$ cat config.mk
export PLATFORM = sky130hd
export DESIGN_NAME = warn_scroll_display
export DESIGN_NICKNAME = d
export VERILOG_FILES = /design/src/rtl/warn_disp_pkg.sv /design/src/rtl/warn_step_timer.sv /design/src/rtl/warn_scroll_shift.sv /design/src/rtl/warn_digit_scan.sv /design/src/rtl/warn_scroll_display.sv
export SDC_FILE = /design/constraint.sdc
export NUM_CORES = 1
export LEC_CHECK = 0
export BUFFER_PORTS_ARGS = -buffer_cell sky130_fd_sc_hd__buf_4
export CAP_MARGIN = 5
export CELL_PAD_IN_SITES_DETAIL_PLACEMENT = 2
export CELL_PAD_IN_SITES_GLOBAL_PLACEMENT = 2
export CORE_MARGIN = 10
export CORE_UTILIZATION = 33
export DETAILED_ROUTE_END_ITERATION = 7
export PLACE_DENSITY = 0.85
export SLEW_MARGIN = 20
export SYNTH_ARGS = -nofsm -noshare
export SYNTH_HDL_FRONTEND = slang
export SYNTH_SLANG_ARGS = --single-unit
$ cat constraint.sdc
create_clock -name clk -period 1.8 [get_ports clk]
set_input_delay 0.36 -clock clk [delete_from_list [all_inputs] [get_ports clk]]
set_output_delay 0.36 -clock clk [all_outputs]
set_load 0.05 [all_outputs]
$ cat src/rtl/warn_disp_pkg.sv
package warn_disp_pkg;

   typedef logic [2:0] char_t;

   localparam char_t CH_BLANK = 3'd0;
   localparam char_t CH_D     = 3'd1;
   localparam char_t CH_A     = 3'd2;
   localparam char_t CH_N     = 3'd3;
   localparam char_t CH_G     = 3'd4;
   localparam char_t CH_E     = 3'd5;
   localparam char_t CH_R     = 3'd6;
   localparam char_t CH_DOT   = 3'd7;

   localparam int unsigned WORD_LEN = 6;

   // Active-high glyph: bit 7 = decimal point, bits 6..0 = g..a
   function automatic logic [7:0] glyph(input char_t c);
      logic [7:0] p;
      case (c)
         CH_D:    p = 8'h5E;
         CH_A:    p = 8'h77;
         CH_N:    p = 8'h54;
         CH_G:    p = 8'h3D;
         CH_E:    p = 8'h79;
         CH_R:    p = 8'h50;
         CH_DOT:  p = 8'h80;
         default: p = 8'h00;
      endcase
      return p;
   endfunction

   // Message character at a position; positions past the word are dots
   function automatic char_t msg_char(input int unsigned pos);
      char_t c;
      case (pos)
         0:       c = CH_D;
         1:       c = CH_A;
         2:       c = CH_N;
         3:       c = CH_G;
         4:       c = CH_E;
         5:       c = CH_R;
         default: c = CH_DOT;
      endcase
      return c;
   endfunction

endpackage

$ cat src/rtl/warn_step_timer.sv
module warn_step_timer #(
   parameter int unsigned STEP_CYCLES = 33_500_000
) (
   input  logic clk,
   input  logic rst_n,
   input  logic run_i,
   input  logic restart_i,
   output logic step_o
);
   localparam int unsigned CW = (STEP_CYCLES > 2) ? $clog2(STEP_CYCLES) : 1;
   localparam logic [CW-1:0] LAST = CW'(STEP_CYCLES - 1);

   generate
      if (STEP_CYCLES < 2) begin : g_bad_step
         $error("STEP_CYCLES must be at least 2");
      end
   endgenerate

   logic [CW-1:0] cnt_q;

   always_ff @(posedge clk) begin
      if (!rst_n) begin
         cnt_q <= '0;
      end else if (restart_i) begin
         cnt_q <= '0;
      end else if (run_i) begin
         if (cnt_q == LAST) cnt_q <= '0;
         else               cnt_q <= cnt_q + 1'b1;
      end
   end

   assign step_o = run_i && !restart_i && (cnt_q == LAST);


   step_cnt_range_chk: assert property (@(posedge clk) disable iff (!rst_n)
      cnt_q <= LAST);


   step_after_wrap_chk: assert property (@(posedge clk) disable iff (!rst_n)
      (step_o) |=> (cnt_q == '0));

endmodule

$ cat src/rtl/warn_scroll_shift.sv
module warn_scroll_shift
   import warn_disp_pkg::*;
#(
   parameter int unsigned ACTIVE_DIGITS = 3,
   parameter int unsigned PAD_DOTS      = 2
) (
   input  logic                           clk,
   input  logic                           rst_n,
   input  logic                           en_i,
   input  logic                           step_i,
   output logic                           rise_o,
   output logic [ACTIVE_DIGITS-1:0][2:0]  win_o
);
   localparam int unsigned MSG_LEN = WORD_LEN + PAD_DOTS;
   localparam int unsigned IW      = $clog2(MSG_LEN);
   localparam logic [IW-1:0] IDX_LAST = IW'(MSG_LEN - 1);

   generate
      if (ACTIVE_DIGITS < 1) begin : g_bad_act
         $error("ACTIVE_DIGITS must be at least 1");
      end
   endgenerate

   logic                          en_q;
   logic [IW-1:0]                 idx_q;
   logic [ACTIVE_DIGITS-1:0][2:0] win_q;
   char_t                         next_ch;

   assign rise_o  = en_i && !en_q;
   assign next_ch = msg_char(int'(idx_q));

   always_ff @(posedge clk) begin
      if (!rst_n) en_q <= 1'b0;
      else        en_q <= en_i;
   end

   always_ff @(posedge clk) begin
      if (!rst_n) begin
         idx_q <= '0;
      end else if (rise_o) begin
         idx_q <= IW'(1);
      end else if (en_i && step_i) begin
         if (idx_q == IDX_LAST) idx_q <= '0;
         else                   idx_q <= idx_q + 1'b1;
      end
   end

   generate
      if (ACTIVE_DIGITS == 1) begin : g_single
         always_ff @(posedge clk) begin
            if (!rst_n)                win_q <= '0;
            else if (rise_o)           win_q <= CH_D;
            else if (en_i && step_i)   win_q <= next_ch;
         end
      end else begin : g_multi
         always_ff @(posedge clk) begin
            if (!rst_n)                win_q <= '0;
            else if (rise_o)           win_q <= {{(ACTIVE_DIGITS-1){CH_BLANK}}, CH_D};
            else if (en_i && step_i)   win_q <= {win_q[ACTIVE_DIGITS-2:0], next_ch};
         end


         shift_left_chk: assert property (@(posedge clk) disable iff (!rst_n)
            (en_i && step_i && !rise_o) |=> (win_q[1] == $past(win_q[0])));
      end
   endgenerate

   assign win_o = win_q;


   rise_load_chk: assert property (@(posedge clk) disable iff (!rst_n)
      rise_o |=> (win_q[0] == CH_D && idx_q == IW'(1)));


   idx_range_chk: assert property (@(posedge clk) disable iff (!rst_n)
      idx_q <= IDX_LAST);

endmodule

$ cat src/rtl/warn_digit_scan.sv
module warn_digit_scan
   import warn_disp_pkg::*;
#(
   parameter int unsigned NUM_DIGITS    = 4,
   parameter int unsigned ACTIVE_DIGITS = 3,
   parameter int unsigned SCAN_CYCLES   = 12_500
) (
   input  logic                           clk,
   input  logic                           rst_n,
   input  logic                           lit_i,
   input  logic [ACTIVE_DIGITS-1:0][2:0]  win_i,
   output logic [6:0]                     seg_n_o,
   output logic                           dp_n_o,
   output logic [NUM_DIGITS-1:0]          anode_n_o
);
   localparam int unsigned SW = $clog2(NUM_DIGITS);
   localparam int unsigned DW = (SCAN_CYCLES > 2) ? $clog2(SCAN_CYCLES) : 1;
   localparam logic [DW-1:0] DIV_LAST = DW'(SCAN_CYCLES - 1);
   localparam logic [SW-1:0] SEL_LAST = SW'(NUM_DIGITS - 1);

   generate
      if (NUM_DIGITS < 2) begin : g_bad_num
         $error("NUM_DIGITS must be at least 2");
      end
      if (ACTIVE_DIGITS > NUM_DIGITS) begin : g_bad_act
         $error("ACTIVE_DIGITS cannot exceed NUM_DIGITS");
      end
      if (SCAN_CYCLES < 2) begin : g_bad_scan
         $error("SCAN_CYCLES must be at least 2");
      end
   endgenerate

   logic [DW-1:0] div_q;
   logic [SW-1:0] sel_q;
   logic [7:0]    pat;

   always_ff @(posedge clk) begin
      if (!rst_n) begin
         div_q <= '0;
         sel_q <= '0;
      end else if (div_q == DIV_LAST) begin
         div_q <= '0;
         sel_q <= (sel_q == SEL_LAST) ? '0 : sel_q + 1'b1;
      end else begin
         div_q <= div_q + 1'b1;
      end
   end

   genvar d;
   generate
      for (d = 0; d < NUM_DIGITS; d++) begin : g_anode
         if (d < ACTIVE_DIGITS) begin : g_on
            assign anode_n_o[d] = !(lit_i && sel_q == SW'(d));
         end else begin : g_off
            assign anode_n_o[d] = 1'b1;
         end
      end
   endgenerate

   always_comb begin
      pat = 8'h00;
      if (lit_i) begin
         for (int i = 0; i < ACTIVE_DIGITS; i++) begin
            if (sel_q == SW'(i)) pat = glyph(win_i[i]);
         end
      end
   end

   assign seg_n_o = ~pat[6:0];
   assign dp_n_o  = ~pat[7];


   one_anode_chk: assert property (@(posedge clk) disable iff (!rst_n)
      $onehot0(~anode_n_o));


   msb_anode_off_chk: assert property (@(posedge clk) disable iff (!rst_n)
      anode_n_o[NUM_DIGITS-1]);


   sel_hold_chk: assert property (@(posedge clk) disable iff (!rst_n)
      (div_q != DIV_LAST) |=> $stable(sel_q));

endmodule

$ cat src/rtl/warn_scroll_display.sv
module warn_scroll_display #(
   parameter int unsigned CLK_HZ        = 50_000_000,
   parameter int unsigned REFRESH_HZ    = 1_000,
   parameter int unsigned STEP_MS       = 670,
   parameter int unsigned NUM_DIGITS    = 4,
   parameter int unsigned ACTIVE_DIGITS = 3,
   parameter int unsigned PAD_DOTS      = 2
) (
   input  logic                  clk,
   input  logic                  rst_n,
   input  logic                  scroll_en,
   input  logic                  blank_req,
   output logic [6:0]            seg_n,
   output logic                  dp_n,
   output logic [NUM_DIGITS-1:0] anode_n
);
   localparam int unsigned STEP_CYCLES = (CLK_HZ / 1000) * STEP_MS;
   localparam int unsigned SCAN_CYCLES = CLK_HZ / (REFRESH_HZ * NUM_DIGITS);

   logic                          step;
   logic                          rise;
   logic                          lit;
   logic [ACTIVE_DIGITS-1:0][2:0] win;

   assign lit = scroll_en && !blank_req;

   warn_step_timer #(
      .STEP_CYCLES (STEP_CYCLES)
   ) u_timer (
      .clk       (clk),
      .rst_n     (rst_n),
      .run_i     (scroll_en),
      .restart_i (rise),
      .step_o    (step)
   );

   warn_scroll_shift #(
      .ACTIVE_DIGITS (ACTIVE_DIGITS),
      .PAD_DOTS      (PAD_DOTS)
   ) u_shift (
      .clk    (clk),
      .rst_n  (rst_n),
      .en_i   (scroll_en),
      .step_i (step),
      .rise_o (rise),
      .win_o  (win)
   );

   warn_digit_scan #(
      .NUM_DIGITS    (NUM_DIGITS),
      .ACTIVE_DIGITS (ACTIVE_DIGITS),
      .SCAN_CYCLES   (SCAN_CYCLES)
   ) u_scan (
      .clk       (clk),
      .rst_n     (rst_n),
      .lit_i     (lit),
      .win_i     (win),
      .seg_n_o   (seg_n),
      .dp_n_o    (dp_n),
      .anode_n_o (anode_n)
   );


   blank_dark_chk: assert property (@(posedge clk) disable iff (!rst_n)
      blank_req |-> (&anode_n));


   idle_dark_chk: assert property (@(posedge clk) disable iff (!rst_n)
      !scroll_en |-> (&anode_n));

endmodule

==> results list <==
* Result of the run: finished, violations left
- The checks that failed: negative setup slack.
- Of all flip-flops after synthesis, the portion carrying an async set or reset was 0.
- Xor-xnor portion of the synthesized cell area: 0.0777
* Unique cell type count in the Yosys netlist: 41
- The later pin in the worst-skew pair is clocked with a latency of 0.33 ns.
* IO Pins: 16
* Cts bufs inserted: 5
- Clock tree synthesis found a total of 54 sinks.
* Maximum clock path buffer count: 2
- CP Data Arrival Time: around 1.7 ns
* Critical path's top delay family: buffers and inverters
* Top cell type by total area after synthesis: sky130_fd_sc_hd__dfxtp_1
- Synthesized netlist cell count: 353
- Before CTS, the worst setup slack after placement is -0.0989 ns.
- In the final design database the tool counted 423 nets.
- Of the cells placed in the final design, the portion with a size suffix greater than 1 is 0.422.
* Critical path required time: 1.44 ns
* Fin Hold WS: 0.325 ns
- Leakage component of the power: 1.45 nW
- In this run, post-CTS hold repair placed 0 buffers.
- Number of endpoints with negative hold slack in the final report: 0
- The top cell types in the final layout, fill and taps aside, are sky130_fd_sc_hd__buf_4 (52), sky130_fd_sc_hd__nor2_1 (36), sky130_fd_sc_hd__nand2_1 (33).
- Entering global routing, the biggest net connects 17 pins.
- Most common cell after layout, fill and taps aside: sky130_fd_sc_hd__buf_4
* Number of search-and-repair iterations in the first detailed-routing pass: 4
* Fmax achieved: 0.489 GHz
- The floorplan step set the die height to 114 µm.
* Count of state elements after synthesis: 54
- Synthesized net count: 369
* First DRT Iteration DRCs: 66
- Row generation in the floorplan step produced 34 rows.
* Cell breakdown of the critical path: inv_4 > ha_4 > inv_4 > nor3_1 > buf_4 > o311ai_4 > buf_6
* Max FO, Critical Path: 5
- The tool flagged a number of max-cap violations equal to 0.
- The critical path is of the flop to primary output type.
- Via count of the first global-routing pass: approximately 3100
* RSZ-0062 raised after global routing: yes
- At the end of the flow the core is filled with cells to 0.478.
* CTS clk-pin slew, worst paths: 0.09 ns
- On the worst path, the slowest cell contributes a delay of approximately 0.37 ns.
- Width of the die: 114 µm
- After detailed routing, the average wire length per cell comes to 21.4 µm.
- The worst setup path is launched from a flop.
- Detailed placement ended at an HPWL of 6520 µm.
* Worst setup margin: -0.246 ns
- The repair_antennas step left the layout with diodes totalling 0.
- H-tree depth reported by CTS: 2
- Routability-driven placement finished with a final weighted congestion of 0.718.
- Residual DRC: 0
* Share of Yosys cell area claimed by the top area cell type: 0.369
* IO Port Bufs: 14
* Overall power consumption: 2.14 mW
- Fraction of the yosys area taken by sequential cells: 0.369
- Post-Synthesis Mean Instance Area: 8.30 µm²
- Clock tree synthesis selected as its root buffer the cell sky130_fd_sc_hd__clkbuf_8.
* Cell repeated most along the worst path: sky130_fd_sc_hd__inv_4
* Floorplan core area: 0.00868 mm²
- Path class of the lowest-slack min-delay path: primary input to flop
* Area contributors post-synth: sky130_fd_sc_hd__dfxtp_1 (37%), sky130_fd_sc_hd__ha_1 (5.1%), sky130_fd_sc_hd__nor2_1 (4.7%), sky130_fd_sc_hd__mux2i_1 (4.4%), sky130_fd_sc_hd__nand2_1 (4.2%)
- Critical-path cell with the highest stage delay: sky130_fd_sc_hd__dfxtp_2
* Die area: 0.0130 mm²
- Relative to the synthesized area, the layout overhead comes to 41.5%.
* Most common flop cell mapped by yosys: sky130_fd_sc_hd__dfxtp_1
- The area fraction in compound gates after synthesis was 0.117.
* Number of setup violations in the final report: 38
* Starting density of the core: 0.338
* Total congestion overflow after global routing: 0
- Once detail routing completed, the nets flagged for antenna violations numbered 0.
- Number of enable flip-flop cells after synthesis: 0
- Final critical delay including setup and external delays: 2.05 ns
* Count of buffering cells on the critical path with inverters included: 4
- In the global route stage, overall resource usage came out at 0.153.
- Total Routed Length: 11000 µm
- Measured against the total synthesized area, the mux share comes to 0.0444.
- After detailed routing, the number of vias per cell comes to 5.57.
* Area of the mapped netlist: 0.00293 mm²
* Total number of vias: 2874
* Synthesis Warnings: 0
- TritonCTS clock tree: done
- Post-Synth Simple-Gate Area: 0.288
* Fin Clk Skew: roughly 0.011 ns
- The first global-routing pass estimated 16200 µm of wire.
* Pwr dens: 517 mW/mm²
- Critical Path End Type: primary output
* Adder-cell share of the synthesized area: 0.0512
* Main combinational cell family by area after synthesis: simple AND/OR/NAND/NOR gates
- Number of max-slew violations in the final report: 0
- Across the VDD grid, the largest voltage drop is 0.246 mV.
* Share of the cycle needed by the critical path after routing: 1.14
- The number of antenna violations at the first check in global routing was 0.
[through the flow]
step	instance area (µm²)	std cells	TNS [ns]
2_1_floorplan	3130	353	-0.395
3_3_place_gp	3480	486	-0.0551
3_5_place_dp	3480	486	-0.701
4_1_cts	3840	501	-1.64
5_1_grt	4150	516	-4.97
6_report	4150	516	-2.53
[area by class of cell]
cell class | instances | area [µm²]
sequential | 54 | 1140
fill | 913 | 4530
tap | 108 | 135
clock inverter | 2 | 12.5
clock buffer | 6 | 82.6
inverter | 13 | 56.3
multi-input combinational | 267 | 2170
timing repair buffer | 66 | 551
[flip-flops by register name, summed over array words and instances (netlist names)]
signal         cells
u_timer.cnt_q     25
u_scan.div_q      14
u_shift.win_o      9
u_shift.idx_q      3
u_scan.sel_q       2
u_shift.en_q       1
[timing repair]
item	in CTS	in global routing
buffers inserted	6	13
gates cloned	1	2
resized for setup	56	51
endpoints found under the setup margin	44	59
pin swaps	13	16
[synth_stat cells, drive strengths merged, types with 12 or more instances]
library cell,n
clkbuf,14
o21ai,13
mux2i,13
dfxtp,54
nand2,33
a21oi,16
xnor2,12
nand3,15
nor3,16
inv,13
ha,12
xor2,14
nor2,37
[power by group]
part	internal, mW	total (mW)	switching [mW]
registers	1.19	1.21	0.0171
logic	0.0750	0.199	0.124
clock network	0.310	0.734	0.424
[worst paths after layout]
kind              cells past startpoint          endpoint  slack [ns]        startpoint
setup / recovery                      7          seg_n[1]       -0.25   u_scan.sel_q[1]
hold / removal                        2  u_shift.win_o[0]        0.33             rst_n
hold reg to reg                       1   u_scan.div_q[0]        0.46   u_scan.div_q[0]
setup reg to reg                      7  u_shift.win_o[0]       -0.12  u_timer.cnt_q[0]
[per-layer routing]
metal | part of all wire | global-route usage | routed length [µm] | vias to the layer above
li1 | - | - | - | 1361
met2 | 0.58 | 0.301 | 6370 | 33
met3 | 0.018 | 0.0299 | 203 | 18
met5 | 0 | 0 | 0 | -
met1 | 0.38 | 0.159 | 4230 | 1462
met4 | 0.021 | 0.0384 | 229 | 0
[worst reg2reg max path, cell delays in order (launching register included)]
cell,delay (ns)
sky130_fd_sc_hd__dfxtp_4,0.39
sky130_fd_sc_hd__ha_4,0.16
sky130_fd_sc_hd__buf_6,0.09
sky130_fd_sc_hd__and3_4,0.17
sky130_fd_sc_hd__nand4_1,0.26
sky130_fd_sc_hd__buf_4,0.24
sky130_fd_sc_hd__or3_4,0.35
sky130_fd_sc_hd__o311a_1,0.13
[logic make-up (layout without fill, tap and decap cells)]
| kind of cell | Yosys count | count (layout) |
|---|---|---|
| other cells | 1 | 1 |
| compound gates | 54 | 54 |
| buf+inv | 34 | 87 |
| simple gates | 159 | 161 |
| mux | 13 | 13 |
| flops | 54 | 54 |
| xor+xnor | 26 | 26 |
| fa+ha+maj | 12 | 12 |
No activity file was read; power rests on OpenSTA's default activity.
